<file path="config.mk">
export PLATFORM = sky130hd
export DESIGN_NAME = hdb3_rx
export DESIGN_NICKNAME = d
export VERILOG_FILES = /design/src/rtl/hdb3_rx_pkg.sv /design/src/rtl/hdb3_rx_sel.sv /design/src/rtl/hdb3_rx_rule.sv /design/src/rtl/hdb3_rx_dly.sv /design/src/rtl/hdb3_rx.sv
export SDC_FILE = /design/constraint.sdc
export NUM_CORES = 1
export LEC_CHECK = 0
export BUFFER_PORTS_ARGS = -buffer_cell sky130_fd_sc_hd__buf_4
export CAP_MARGIN = 30
export CORE_AREA = 2 2 39 41
export DETAILED_ROUTE_END_ITERATION = 10
export DIE_AREA = 0 0 41 43
export GPL_TIMING_DRIVEN = 0
export SLEW_MARGIN = 20
export SYNTH_ARGS = -nofsm -noshare
export SYNTH_HDL_FRONTEND = slang
export SYNTH_SLANG_ARGS = --single-unit
</file>
<file path="constraint.sdc">
create_clock -name clk -period 1.6 [get_ports clk]
set_input_delay 0.16 -clock clk [delete_from_list [all_inputs] [get_ports clk]]
set_output_delay 0.16 -clock clk [all_outputs]
set_load 0.02 [all_outputs]
</file>
<file path="src/rtl/hdb3_rx_pkg.sv">
package hdb3_rx_pkg;

   // line symbol: bit 0 = positive input, bit 1 = negative input
   typedef enum logic [1:0] {
      SYM_SPACE = 2'b00,
      SYM_PLUS  = 2'b01,
      SYM_MINUS = 2'b10,
      SYM_CLASH = 2'b11
   } sym_t;

endpackage

</file>
<file path="src/rtl/hdb3_rx_sel.sv">
module hdb3_rx_sel
   import hdb3_rx_pkg::*;
(
   input  logic rx_pos,
   input  logic rx_neg,
   input  logic lb_pos,
   input  logic lb_neg,
   input  logic loop_en,
   output sym_t sym,
   output logic rclk_ind
);

   logic sel_pos;
   logic sel_neg;

   // loop test replaces the line receiver with the encoder outputs
   assign sel_pos  = loop_en ? lb_pos : rx_pos;
   assign sel_neg  = loop_en ? lb_neg : rx_neg;
   assign sym      = sym_t'({sel_neg, sel_pos});
   assign rclk_ind = sel_pos | sel_neg;

endmodule

</file>
<file path="src/rtl/hdb3_rx_rule.sv">
module hdb3_rx_rule
   import hdb3_rx_pkg::*;
#(
   parameter bit HDB3_EN = 1'b1
) (
   input  logic clk,
   input  logic rst_n,
   input  sym_t sym,
   input  logic hdb3_mode,
   output logic bit_d,
   output logic clr_d,
   output logic err_q
);

   logic mark_seen, mark_neg;
   logic viol_seen, viol_neg;
   logic single, pol_neg, repeat_pol, hdb3_act, viol, err_d;

   generate
      if (HDB3_EN) begin : g_hdb3
         assign hdb3_act = hdb3_mode;
      end else begin : g_ami_only
         assign hdb3_act = 1'b0;
      end
   endgenerate

   assign single     = (sym == SYM_PLUS) || (sym == SYM_MINUS);
   assign pol_neg    = (sym == SYM_MINUS);
   assign repeat_pol = single && mark_seen && (pol_neg == mark_neg);
   assign viol       = repeat_pol && hdb3_act;

   always_comb begin
      err_d = 1'b0;
      if (sym == SYM_CLASH)
         err_d = 1'b1;
      else if (repeat_pol && !hdb3_act)
         err_d = 1'b1;
      else if (viol && viol_seen && (pol_neg == viol_neg))
         err_d = 1'b1;
   end

   assign bit_d = (sym != SYM_SPACE) && !viol;
   assign clr_d = viol;

   always_ff @(posedge clk or negedge rst_n) begin
      if (!rst_n) begin
         mark_seen <= 1'b0;
         mark_neg  <= 1'b0;
         viol_seen <= 1'b0;
         viol_neg  <= 1'b0;
         err_q     <= 1'b0;
      end else begin
         err_q <= err_d;
         if (single) begin
            mark_seen <= 1'b1;
            mark_neg  <= pol_neg;
         end
         if (viol) begin
            viol_seen <= 1'b1;
            viol_neg  <= pol_neg;
         end
      end
   end

endmodule

</file>
<file path="src/rtl/hdb3_rx_dly.sv">
module hdb3_rx_dly #(
   parameter int DEPTH    = 4,
   parameter int CLR_SPAN = 3
) (
   input  logic clk,
   input  logic rst_n,
   input  logic bit_d,
   input  logic clr_d,
   output logic bit_q
);

   logic [DEPTH-1:0] sr;

   always_ff @(posedge clk or negedge rst_n) begin
      if (!rst_n) sr[0] <= 1'b0;
      else        sr[0] <= bit_d;
   end

   genvar k;
   generate
      for (k = 1; k < DEPTH; k++) begin : g_stage
         if (k <= CLR_SPAN) begin : g_clearable
            always_ff @(posedge clk or negedge rst_n) begin
               if (!rst_n)     sr[k] <= 1'b0;
               else if (clr_d) sr[k] <= 1'b0;
               else            sr[k] <= sr[k-1];
            end
         end else begin : g_plain
            always_ff @(posedge clk or negedge rst_n) begin
               if (!rst_n) sr[k] <= 1'b0;
               else        sr[k] <= sr[k-1];
            end
         end
      end
   endgenerate

   assign bit_q = sr[DEPTH-1];

endmodule

</file>
<file path="src/rtl/hdb3_rx.sv">
module hdb3_rx
   import hdb3_rx_pkg::*;
#(
   parameter int ZERO_SPAN = 3,
   parameter int EXTRA_DLY = 0,
   parameter bit HDB3_EN   = 1'b1
) (
   input  logic clk,
   input  logic rst_n,
   input  logic rx_pos,
   input  logic rx_neg,
   input  logic lb_pos,
   input  logic lb_neg,
   input  logic loop_en,
   input  logic hdb3_mode,
   output logic nrz_out,
   output logic code_err,
   output logic rclk_ind
);

   localparam int DEPTH = ZERO_SPAN + 1 + EXTRA_DLY;

   generate
      if (ZERO_SPAN < 1) begin : g_bad_span
         $error("hdb3_rx: ZERO_SPAN must be at least 1");
      end
      if (EXTRA_DLY < 0) begin : g_bad_dly
         $error("hdb3_rx: EXTRA_DLY must not be negative");
      end
   endgenerate

   sym_t sym;
   logic bit_d, clr_d;

   hdb3_rx_sel u_sel (
      .rx_pos   (rx_pos),
      .rx_neg   (rx_neg),
      .lb_pos   (lb_pos),
      .lb_neg   (lb_neg),
      .loop_en  (loop_en),
      .sym      (sym),
      .rclk_ind (rclk_ind)
   );

   hdb3_rx_rule #(.HDB3_EN(HDB3_EN)) u_rule (
      .clk       (clk),
      .rst_n     (rst_n),
      .sym       (sym),
      .hdb3_mode (hdb3_mode),
      .bit_d     (bit_d),
      .clr_d     (clr_d),
      .err_q     (code_err)
   );

   hdb3_rx_dly #(.DEPTH(DEPTH), .CLR_SPAN(ZERO_SPAN)) u_dly (
      .clk   (clk),
      .rst_n (rst_n),
      .bit_d (bit_d),
      .clr_d (clr_d),
      .bit_q (nrz_out)
   );

endmodule

</file>
==> results.yml <==
clock_tree:
  cts_hold_buf: 1
  root_buffer: "clkbuf_4"
  clockBufferDepth: 2
  postCtsSetupBuffers: 0
  cts_resized: 0
  h-tree-depth: 1
  cts_tree: "done"
  clk_latency_ps: 250
  cts_num_sinks: 9
  path_clk_slew_ps: 60
  cts_inserted_buffers: 3
timing:
  hold_viol: 0
  fin_crit_ps: 1430
  rsz0062_at_grt: "false"
  fin_crit_sh_pct: 89.2
  slew_headroom_pct: 80.8
  setup_viol: 0
  fmax_mhz: 701
  setup-tns-final_ps: 0
  skew_ps: 1.45
  slew_viol_final: 0
  worstMarginPinSlew_ps: 280
routing:
  drc: 0
  ant_nets: 0
  drt_first_iter_violations: 0
  vias: 279
  wl_per_cell_um: 9.51
  drt_first_pass_iters: 1
  wl_um: 618
  viasPerCell: 4.29
power_and_ir_drop:
  power_leakage_nw: 0.286
  power_uw: 616
  irDropWorstVdd_v: 0.000493
  p_per_area_mw_per_mm2: 1130
logic_synthesis:
  yosysWarnings: 0
  avgSynthCellArea_um2: 12.2
  netlist_instances: 34
  syn_area_um2: 414
  synth-seq-cells: 9
  syn-num-nets: 45
  ys_types: 15
  synth_seq_area_share_pct: 54.4
layout:
  layout-drive-gt1-share_pct: 40.8
  fin_nets: 61
  multiInputGateArea_um2: 174
  post-route-util_pct: 39.4
  antenna_cells: 0
  seq_area_um2: 225
  fillerInstances: 138
  final_common_cell: "buf_4"
  finalNonFillerCells: 65
  areaGrowthSynthToFinish_pct: 31.7
  final_cell_mix: "10 x buf_4, 9 x dfrtp_1, 4 x inv_1"
setup_path:
  critical_path_class: "primary input to flip-flop"
  required_ps: 1730
  endpoint: "u_rule.viol_neg"
  r2r_cells: 3
  startpoint: "loop_en"
  critical_path.reg2reg.endpoint: "u_rule.viol_neg"
  r2r-start: "u_rule.mark_neg"
  worstPathArrival_ps: 1560
  worstSetupStartpointType: "primary input"
  rrSetupSlack_ps: 380
  crit_fanout: 5
  cp-end-kind: "flip-flop"
floorplanning:
  rows: 14
  die_h_um: 43
  initial_core_util_pct: 29.9
  dieWidth_um: 41
  die_area_mm2: 0.00176
  coreArea_mm2: 0.00138
  io_pins: 11
status:
  status: "finished clean"
global_routing:
  grt_pass1_vias: 264
  grt_antenna_before_repair: 0
  grt_max_degree: 10
  grt_overflow: 0
  track_usage_pct: 8.38
  grt_pass1_wl_um: 986
run:
  max_cap_viol_count: 0
place:
  hpwl_um: 511
  port_buffers: 10
  gp_congestion: 0.668
  dpl.cell_count: 60
min_path:
  hp-class: "primary input to flip-flop"
==> stage by stage <==
step	hold slack [ps]	cell area (um2)	setup slack [ps]
after global routing	242	546	94.4
after detailed placement	-7.58	509	-123
final	223	546	173
after global placement	-11.8	509	-98.6
after CTS	219	546	149
after floorplan	-136	414	144
==> sequential cells by signal (all words and copies together) (netlist names) <==
register / flops
u_rule.err_q: 1
u_rule.mark_seen: 1
u_dly.sr: 3
u_rule.viol_seen: 1
u_dly.bit_q: 1
u_rule.viol_neg: 1
u_rule.mark_neg: 1
==> worst max-delay path, cell delays in order <==
cell     delay (ps)
buf_4            90
mux2i_1         220
inv_1            90
ha_1            240
xor2_1          210
nor2_2          230
mux2_4          320
==> Yosys cell counts <==
library cell	number	area, um2
and2b_2	3	26.3
mux2_2	1	11.3
ha_1	3	37.5
mux2_4	1	15.0
a21o_1	1	7.51
nand3_1	1	5.00
xor2_1	2	17.5
mux2i_1	2	20.0
dfrtp_1	9	225
nor2_2	1	6.26
nand2_1	1	3.75
inv_1	4	15.0
or2_2	1	6.26
nor2_1	2	7.51
o21ai_0	2	10.0
==> where the power goes <==
part / internal (mW) / total (mW) / switching [mW] / leakage (nW)
clock: 0.0956 / 0.168 / 0.0720 / 0.0150
combinational: 0.0877 / 0.161 / 0.0732 / 0.169
sequential: 0.271 / 0.287 / 0.0165 / 0.102
==> worst min-delay path by stage <==
stage / start / endpoint / slack (ps) / cells past startpoint
after detailed placement: rst_n / u_dly.sr[2] / -8 / 1
after CTS: hdb3_mode / u_rule.viol_seen / 220 / 3
after global placement: rst_n / u_dly.bit_q / -10 / 1
final: hdb3_mode / u_rule.viol_seen / 220 / 3
after global routing: hdb3_mode / u_rule.err_q / 240 / 3
after floorplan: rst_n / u_dly.bit_q / -140 / 0
==> final cells by class <==
class | instances | area share [%]
sequential | 9 | 41.3
multi-input combinational | 21 | 31.9
timing repair buffer | 11 | 15.6
clock buffer | 4 | 4.82
tap | 16 | 3.67
inverter | 4 | 2.75
==> routing by layer <==
layer | vias to the layer above | wire length (um) | track usage, %
met5 | - | 0 | 0
met1 | 132 | 304 | 9.51
met2 | 9 | 287 | 13.1
met3 | 0 | 27 | 1.57
li1 | 138 | - | -
met4 | 0 | 0 | 6.00
==> logic make-up (layout without fill, tap and decap cells) <==
kind of cell	after synthesis	after routing	synth area share, %
multiplexers	4	4	11.2
flip-flops	9	9	54.4
XOR/XNOR	2	2	4.23
buffers and inverters	4	19	3.62
AO/OA/AOI/OAI	3	3	4.23
AND/OR/NAND/NOR	9	9	13.3
adder cells (fa/ha/maj)	3	3	9.06
Note: power is estimated with default switching activity, not from simulation.
